--- config.mk ---
export PLATFORM = sky130hd
export DESIGN_NAME = burst_addr_gen
export DESIGN_NICKNAME = d
export VERILOG_FILES = /design/src/rtl/burst_addr_pkg.sv /design/src/rtl/burst_op_decode.sv /design/src/rtl/burst_counter.sv /design/src/rtl/burst_readback.sv /design/src/rtl/burst_addr_gen.sv
export SDC_FILE = /design/constraint.sdc
export NUM_CORES = 1
export LEC_CHECK = 0
export ABC_CLOCK_PERIOD_IN_PS = 2200
export CORE_MARGIN = 2
export CORE_UTILIZATION = 40
export CTS_CLUSTER_SIZE = 30
export DETAILED_ROUTE_END_ITERATION = 8
export PLACE_DENSITY = 0.61
export SYNTH_ARGS = -nofsm -noshare
export SYNTH_HDL_FRONTEND = slang
export SYNTH_SLANG_ARGS = --single-unit
--- constraint.sdc ---
create_clock -name clk -period 2.2 [get_ports clk]
set_clock_uncertainty 0.05 [all_clocks]
set_input_delay 0.44 -clock clk [delete_from_list [all_inputs] [get_ports clk]]
set_output_delay 0.44 -clock clk [all_outputs]
set_load 0.03 [all_outputs]
--- src/rtl/burst_addr_pkg.sv ---
package burst_addr_pkg;
   typedef enum logic [2:0] {
      OP_HOLD = 3'd0,
      OP_CRST = 3'd1,
      OP_MLD  = 3'd2,
      OP_LD   = 3'd3,
      OP_INC  = 3'd4
   } cnt_op_e;
endpackage

--- src/rtl/burst_op_decode.sv ---
module burst_op_decode
   import burst_addr_pkg::*;
(
   input  logic    clk,
   input  logic    rst_n,
   input  logic    cnt_rst,
   input  logic    mask_ld,
   input  logic    cnt_ld,
   input  logic    cnt_inc,
   output cnt_op_e op
);
   always_comb begin
      if (cnt_rst)      op = OP_CRST;
      else if (mask_ld) op = OP_MLD;
      else if (cnt_ld)  op = OP_LD;
      else if (cnt_inc) op = OP_INC;
      else              op = OP_HOLD;
   end

   // a mask load under a counter clear is shadowed
   p_crst_wins_r7: assert property (@(posedge clk) disable iff (!rst_n)
      (cnt_rst && mask_ld) |-> op == OP_CRST);
   p_mld_wins_r7: assert property (@(posedge clk) disable iff (!rst_n)
      (mask_ld && !cnt_rst && (cnt_ld || cnt_inc)) |-> op == OP_MLD);
   p_idle_r7: assert property (@(posedge clk) disable iff (!rst_n)
      !(cnt_rst || mask_ld || cnt_ld || cnt_inc) |-> op == OP_HOLD);
endmodule

--- src/rtl/burst_counter.sv ---
module burst_counter
   import burst_addr_pkg::*;
#(
   parameter int ADDR_W = 16
) (
   input  logic              clk,
   input  logic              rst_n,
   input  cnt_op_e           op,
   input  logic [ADDR_W-1:0] addr_in,
   output logic [ADDR_W-1:0] cnt_q,
   output logic [ADDR_W-1:0] mask_q,
   output logic [ADDR_W-1:0] cnt_nxt
);
   localparam logic [ADDR_W-1:0] MASK_RST = {ADDR_W{1'b1}};
   localparam logic [ADDR_W-1:0] ONE      = {{(ADDR_W-1){1'b0}}, 1'b1};

   logic [ADDR_W-1:0] sum;
   logic [ADDR_W-1:0] stepped;
   logic [ADDR_W-1:0] mask_nxt;

   assign sum = cnt_q + ONE;

   for (genvar i = 0; i < ADDR_W; i++) begin : g_bit
      assign stepped[i] = mask_q[i] ? sum[i] : cnt_q[i];
   end

   always_comb begin
      cnt_nxt  = cnt_q;
      mask_nxt = mask_q;
      unique case (op)
         OP_CRST: cnt_nxt  = '0;
         OP_MLD:  mask_nxt = addr_in;
         OP_LD:   cnt_nxt  = addr_in;
         OP_INC:  cnt_nxt  = stepped;
         default: ;
      endcase
   end

   always_ff @(posedge clk or negedge rst_n) begin
      if (!rst_n) begin
         cnt_q  <= '0;
         mask_q <= MASK_RST;
      end else begin
         cnt_q  <= cnt_nxt;
         mask_q <= mask_nxt;
      end
   end

   p_ld_r2: assert property (@(posedge clk) disable iff (!rst_n)
      op == OP_LD |=> cnt_q == $past(addr_in));
   p_masked_hold_r3: assert property (@(posedge clk) disable iff (!rst_n)
      op == OP_INC |=> ((cnt_q ^ $past(cnt_q)) & ~$past(mask_q)) == '0);
   p_crst_keeps_mask_r5: assert property (@(posedge clk) disable iff (!rst_n)
      op == OP_CRST |=> (cnt_q == '0) && $stable(mask_q));
   p_mld_keeps_cnt_r6: assert property (@(posedge clk) disable iff (!rst_n)
      op == OP_MLD |=> (mask_q == $past(addr_in)) && $stable(cnt_q));
   p_hold_r7: assert property (@(posedge clk) disable iff (!rst_n)
      op == OP_HOLD |=> $stable(cnt_q) && $stable(mask_q));
endmodule

--- src/rtl/burst_readback.sv ---
module burst_readback #(
   parameter int ADDR_W = 16
) (
   input  logic              clk,
   input  logic              rst_n,
   input  logic              rd_cnt,
   input  logic              rd_mask,
   input  logic [ADDR_W-1:0] cnt_q,
   input  logic [ADDR_W-1:0] mask_q,
   output logic              rb_idle,
   output logic              rb_valid,
   output logic [ADDR_W-1:0] rb_data
);
   logic pend_q;
   logic pend_cnt_q;

   always_ff @(posedge clk or negedge rst_n) begin
      if (!rst_n) begin
         pend_q     <= 1'b0;
         pend_cnt_q <= 1'b0;
         rb_valid   <= 1'b0;
         rb_data    <= '0;
      end else begin
         pend_q     <= rd_cnt | rd_mask;
         pend_cnt_q <= rd_cnt;
         rb_valid   <= pend_q;
         if (pend_q) rb_data <= pend_cnt_q ? cnt_q : mask_q;
      end
   end

   assign rb_idle = pend_q;

   p_idle_after_req_r9: assert property (@(posedge clk) disable iff (!rst_n)
      (rd_cnt || rd_mask) |=> rb_idle);
   p_valid_after_idle_r10: assert property (@(posedge clk) disable iff (!rst_n)
      rb_idle |=> rb_valid);
   p_cnt_first_r10: assert property (@(posedge clk) disable iff (!rst_n)
      (rb_idle && pend_cnt_q) |=> rb_data == $past(cnt_q));
endmodule

--- src/rtl/burst_addr_gen.sv ---
module burst_addr_gen
   import burst_addr_pkg::*;
#(
   parameter int ADDR_W = 16
) (
   input  logic              clk,
   input  logic              rst_n,
   input  logic              cnt_rst,
   input  logic              mask_ld,
   input  logic              cnt_ld,
   input  logic              cnt_inc,
   input  logic              rd_cnt,
   input  logic              rd_mask,
   input  logic [ADDR_W-1:0] addr_in,
   output logic [ADDR_W-1:0] mem_addr,
   output logic              rb_idle,
   output logic              rb_valid,
   output logic [ADDR_W-1:0] rb_data
);
   if (ADDR_W < 2 || ADDR_W > 64) begin : g_bad_width
      $error("burst_addr_gen: ADDR_W must lie in 2..64");
   end

   cnt_op_e           op;
   logic [ADDR_W-1:0] cnt_q;
   logic [ADDR_W-1:0] mask_q;
   logic [ADDR_W-1:0] cnt_nxt;
   logic              use_cnt;

   burst_op_decode u_dec (
      .clk     (clk),
      .rst_n   (rst_n),
      .cnt_rst (cnt_rst),
      .mask_ld (mask_ld),
      .cnt_ld  (cnt_ld),
      .cnt_inc (cnt_inc),
      .op      (op)
   );

   burst_counter #(.ADDR_W(ADDR_W)) u_cnt (
      .clk     (clk),
      .rst_n   (rst_n),
      .op      (op),
      .addr_in (addr_in),
      .cnt_q   (cnt_q),
      .mask_q  (mask_q),
      .cnt_nxt (cnt_nxt)
   );

   burst_readback #(.ADDR_W(ADDR_W)) u_rb (
      .clk      (clk),
      .rst_n    (rst_n),
      .rd_cnt   (rd_cnt),
      .rd_mask  (rd_mask),
      .cnt_q    (cnt_q),
      .mask_q   (mask_q),
      .rb_idle  (rb_idle),
      .rb_valid (rb_valid),
      .rb_data  (rb_data)
   );

   assign use_cnt = (op == OP_LD) || (op == OP_INC);

   always_ff @(posedge clk or negedge rst_n) begin
      if (!rst_n) mem_addr <= '0;
      else        mem_addr <= use_cnt ? cnt_nxt : addr_in;
   end

   p_follow_cnt_r3: assert property (@(posedge clk) disable iff (!rst_n)
      use_cnt |=> mem_addr == cnt_q);
   p_follow_ext_r8: assert property (@(posedge clk) disable iff (!rst_n)
      !use_cnt |=> mem_addr == $past(addr_in));
endmodule

; Word-level counts from Yosys, hierarchy flattened
; Index checks and enable logic that the tools add are counted.
[totals]
regBits = 67
inputBits = 24
[classes]
n_addsub = 1
eq_ne = 4
muxes = 23
bitwise = 1
reduce_logical = 1
[ops]
columns = op, n
row1 = one-hot mux 16 bit (3 select lines), 1
row2 = two-way mux 16 bit, 2
row3 = "adder 16 x 1 -> 16 bit, second input constant", 1
row4 = two-way mux 1 bit, 16
row5 = two-way mux 3 bit, 4
row6 = "== test 3 x 2 -> 1 bit, second input constant", 2
row7 = "== test 3 x 1 -> 1 bit, second input constant", 1
row8 = "== test 3 bit, second input constant", 1
row9 = logical OR 1 bit, 1
row10 = bitwise OR 1 bit, 1

; Longest topological paths before layout
[logic_depth]
ltp_word = 7
ltp_mapped = 6

; By module
; A second synthesis with hierarchy kept.
[hier_totals]
hier_cells = 259
area_unflattened_um2 = 3211.8
[modules_own_cells]
columns = module, n_inst, cells_each, area_per_inst_um2
row1 = burst_counter, 1, 145, 1682.9
row2 = burst_readback, 1, 73, 827.0
row3 = burst_addr_gen, 1, 36, 666.9
row4 = burst_op_decode, 1, 5, 35.0

; Least setup slack after synthesis
; Ideal clock, no wire load.
[synth_timing]
kind = input to register
start = input port cnt_ld
end = register mem_addr[15]
setup_ps = 132
t_arrival_ps = 1540
setup_slack_ps = 478
stages = 6
path_buffers = 3
path_cell_list = or4b_1 -> clkbuf_1 -> buf_2 -> buf_2 -> nand2_1 -> nand3_1
[synth_via]
elab_chain_cells = 6
word_cells_on_any_way = 9
cone_classes = eq/ne (3) / mux (5) / reduce/logical (1)
[synth_rtl]
columns = element, line
row1 = "start, declared", burst_addr_gen.sv:10  ; input logic cnt_ld,
row2 = two-way mux 3 bit (*), burst_op_decode.sv:15  ; else if (cnt_ld) op = OP_LD;
row3 = two-way mux 3 bit (*), burst_op_decode.sv:14  ; else if (mask_ld) op = OP_MLD;
row4 = two-way mux 3 bit (*), burst_op_decode.sv:13  ; if (cnt_rst) op = OP_CRST;
row5 = == test 3 bit (tied with other cells), "burst_counter.sv:30, burst_addr_gen.sv:62"
row6 = one-hot mux 16 bit (3 select lines) / logical OR 1 bit (equally long branches), "burst_counter.sv:30, burst_addr_gen.sv:62"
row7 = two-way mux 16 bit (*), burst_addr_gen.sv:66  ; else mem_addr <= use_cnt ? cnt_nxt : addr_in;
row8 = "end signal, assigned", burst_addr_gen.sv:66
row9 = "end, declared", burst_addr_gen.sv:15  ; output logic [ADDR_W-1:0] mem_addr,
; Every way passes the cells marked *; elsewhere a longest branch is shown, timed or not.
; A chain may end at the register's enable or synchronous reset.

; Final worst setup path
[layout_timing]
start = register u_cnt.cnt_q[0]
end = register u_cnt.cnt_q[12]
[layout_via]
elab_chain_cells = 3
[layout_rtl]
columns = element, line
row1 = "start, declared", burst_counter.sv:10  ; output logic [ADDR_W-1:0] cnt_q,
row2 = "start signal, assigned", burst_counter.sv:44  ; cnt_q <= cnt_nxt;
row3 = adder 16 x 1 -> 16 bit, burst_counter.sv:21  ; assign sum = cnt_q + ONE;
row4 = two-way mux 1 bit, burst_counter.sv:24  ; assign stepped[i] = mask_q[i] ? sum[i] : cnt_q[i];
row5 = one-hot mux 16 bit (3 select lines), burst_counter.sv:30  ; unique case (op)
row6 = net cnt_nxt[12], burst_addr_gen.sv:27  ; logic [ADDR_W-1:0] cnt_nxt;
; The timed path passes the listed nets, and every way through them passes these cells.

==> results.toml <==
[cells_and_area]
stdcell_area_sq_um = 4094
nets = 382
multi_input_area_sq_um = 1326
seq_area_sq_um = 1697
final_layout_size_suffix_gt1_share_pct = 19.06
nFillCells = 689
diodes = 0
synthToLayoutAreaGrowth_pct = 30.93

[sta]
relSlewSlack_pct = 76.34
rsz0062_at_grt = "no"
holdWs_ns = 0.03987
max_freq_mhz = 526.7
worstMarginPinSlew_ns = 0.3517
period_needed_ns = 1.899
finalCritPeriodShare_pct = 86.30
setup_violations = 0
slew_viol_final = 0
hold_viol = 0

[synth]
syn_nets = 319
syn_avg_cell_area_sq_um = 10.64
synth_top_family_by_area = "simple AND/OR/NAND/NOR gates"
synthCells = 294
synth_area_sq_um = 3127
synth_area_leaders = "dfrtp_1, dfstp_2, mux2i_1"
synthFlopType = "dfrtp_1"
synth_cell_types = 40
synth_simple_gate_area_share_pct = 14.93
synthMuxAreaShare_pct = 12.12
synth_compound_area_share_pct = 12.44
synth-async-reset-ratio_pct = 100.0
synthAdderAreaFrac_pct = 0.4002
synth-edff-count = 0
yosysTopAreaCellShare_pct = 40.82
synthXorXnorAreaFrac_pct = 2.521
synth_seq_cells = 67
yosysTopAreaCell = "dfrtp_1"
synth_warnings = 0
ys_seq_area_share_pct = 54.26

[setup_path]
arrival_ns = 2.08
r2r_setup_slack_ns = 0.30
crit_family = "simple AND/OR/NAND/NOR gates"
crit_type = "reg2reg"
critical_path.cell_chain = "ha_1, nand2_1, nor4_1, mux2i_1, a221o_1"
crit_fanout = 7
crit_required_ns = 2.39
worst_path_max_delay_cell = "dfrtp_1"
critPathMaxStageDelay_ns = 0.47
worst_setup_path_start_kind = "register"
path_buf_inv = 0
crit_path_end_kind = "register"

[grt]
grtUsageMet2_pct = 26.58
met3_usage_pct = 3.499
grt_pass1_vias = 2389
antenna_found_initial = 0
grt_pass1_wl_microns = 11800
grt.busiest_layer = "met2"
grt.overflow.total = 0
met1_usage_pct = 24.71
grt_max_degree = 68
grt_use_total_pct = 17.88

[placement]
dp_hpwl_microns = 4649
routabilityCongestion = 0.7875
portBuffers = 57
dpl-instance-area_sq_um = 3866

[power]
p_per_area_nw_per_um2 = 782.7
p_leak_uw = 0.001701
vdd_drop_max_v = 0.0002994

[floorplan]
start_util_pct = 40.89
die_h_microns = 92.42
pin_count = 58
die_area_sq_um = 8541
core_area_sq_um = 7647
die_x_microns = 92.42
fp-row-count = 32

[worst_hold_path]
hp-class = "in2async"

[routing]
ant_nets = 0
drcViolationCount = 0
routed_wl_microns = 6884
via_count = 2393
dr.pass1.iters = 4
drt-initial-drc-count = 135
routedWlPerCell_microns = 14.84
vias_per_cell = 5.157

[clocking]
clock_latency_ns = 0.34
clk_pin_slew_ns = 0.07
clk_path_buf_depth = 2
cts_setup_buffers = 0
cts_root_buf = "clkbuf_8"
cts_tree = "yes"
cts-resized-gates = 0
hold_buffers = 0
htreeDepth = 3
clkSinkCount = 67
cts_buffers = 9

[run]
cap_violations = 0

[outcome]
outcome = "completed"
-- placed cells by master, fill, tap and decap left out, types with 2 or more instances in the layout --
master and count:
nand4_1 6, o311ai_1 3, clkdlybuf4s50_1 55, dfrtp_1 51, a22oi_1 4, nor4_1 4, nand2_1 34, a21o_1 4
and3_1 2, nand3_1 10, a221o_1 4, a21oi_1 22, inv_1 4, xor2_1 5, nor2_1 21, nand2b_1 2
bufinv_16 2, mux2i_1 21, buf_12 2, mux2_2 15, clkbuf_8 11, dfstp_2 16, nor3_1 5, or3_1 2
o211ai_1 3, o21ai_1 18, buf_4 14, xnor2_1 4
-- worst paths after layout --
check                                             from                          end  cells past startpoint
min in group clk           u_cnt.mask_q[7]$_DFFE_PN1N_  u_cnt.mask_q[7]$_DFFE_PN1N_                      2
max                           u_cnt.cnt_q[0]$_DFF_PN0_    u_cnt.cnt_q[12]$_DFF_PN0_                      5
max reg2reg                   u_cnt.cnt_q[0]$_DFF_PN0_    u_cnt.cnt_q[12]$_DFF_PN0_                      5
min reg2reg                u_cnt.mask_q[7]$_DFFE_PN1N_  u_cnt.mask_q[7]$_DFFE_PN1N_                      2
max in group asynchronous                        rst_n  u_cnt.mask_q[4]$_DFFE_PN1N_                      2
min                                              rst_n       mem_addr[12]$_DFF_PN0_                      2
-- registers in the layout (all words and copies together) (netlist names) --
| register | count |
|---|---|
| u_rb.rb_data | 16 |
| u_rb.rb_idle | 1 |
| u_rb.pend_cnt_q | 1 |
| u_rb.rb_valid | 1 |
| mem_addr | 16 |
| u_cnt.mask_q | 16 |
| u_cnt.cnt_q | 16 |
-- metal layers --
layer  vias up  part of all wire [%]
li1       1177                     -
met1      1143                    49
met2        59                    45
met3        14                   3.8
met4         0                   2.5
met5         -                     0
-- synthesized netlist by cell type (2+ instances only) --
library cell,count
xnor2_1,4
o21ai_1,18
dfrtp_1,51
nor2_1,21
nand2_1,34
dfstp_2,16
nand4_1,6
mux2i_1,21
xor2_1,5
clkbuf_1,9
a21o_1,4
nor4_1,4
mux2_2,15
a21oi_1,22
or3_1,2
and3_1,2
nor3_1,5
inv_1,4
a221o_1,4
nand2b_1,2
buf_2,10
o311ai_1,3
o211ai_1,3
a22oi_1,4
nand3_1,10
-- power by group --
part / switching (uW) / total (uW) / internal, uW
registers: 97.8 / 1480 / 1390
clock network: 464 / 1160 / 699
logic: 295 / 558 / 263
total: 857 / 3200 / 2350
-- area by class of cell --
cell class / instances / share of cell area [%]
flip-flops and latches: 67 / 41.44
multi-input cells: 203 / 32.40
repair buffers: 72 / 17.11
clock buffers: 12 / 3.790
well taps: 102 / 3.117
clock inverters: 4 / 1.773
inverters: 4 / 0.3667
-- kinds of logic after synthesis --
| family | count (synthesis) |
|---|---|
| AOI/OAI and AO/OA | 63 |
| xor gates and xnor gates | 9 |
| adders and majority gates | 1 |
| buffers and inverters | 24 |
| DFF | 67 |
| muxes | 36 |
| and+or+nand+nor | 94 |
-- per-stage QoR --
| stage | setup slack (ns) | util [%] | total power [uW] | TNS [ns] | std cells |
|---|---|---|---|---|---|
| after detailed placement | -0.005129 | 50.56 | 2070 | -0.005129 | 448 |
| after global placement | 0.02726 | 50.56 | 2060 | 0 | 448 |
| after global routing | 0.1536 | 53.53 | 3358 | 0 | 464 |
| after floorplan | 0.4777 | - | 1795 | 0 | 294 |
| after CTS | 0.2936 | 53.53 | 3244 | 0 | 464 |
| final | 0.3014 | 53.53 | 3204 | 0 | 464 |
No activity file was read; power rests on OpenSTA's default activity.
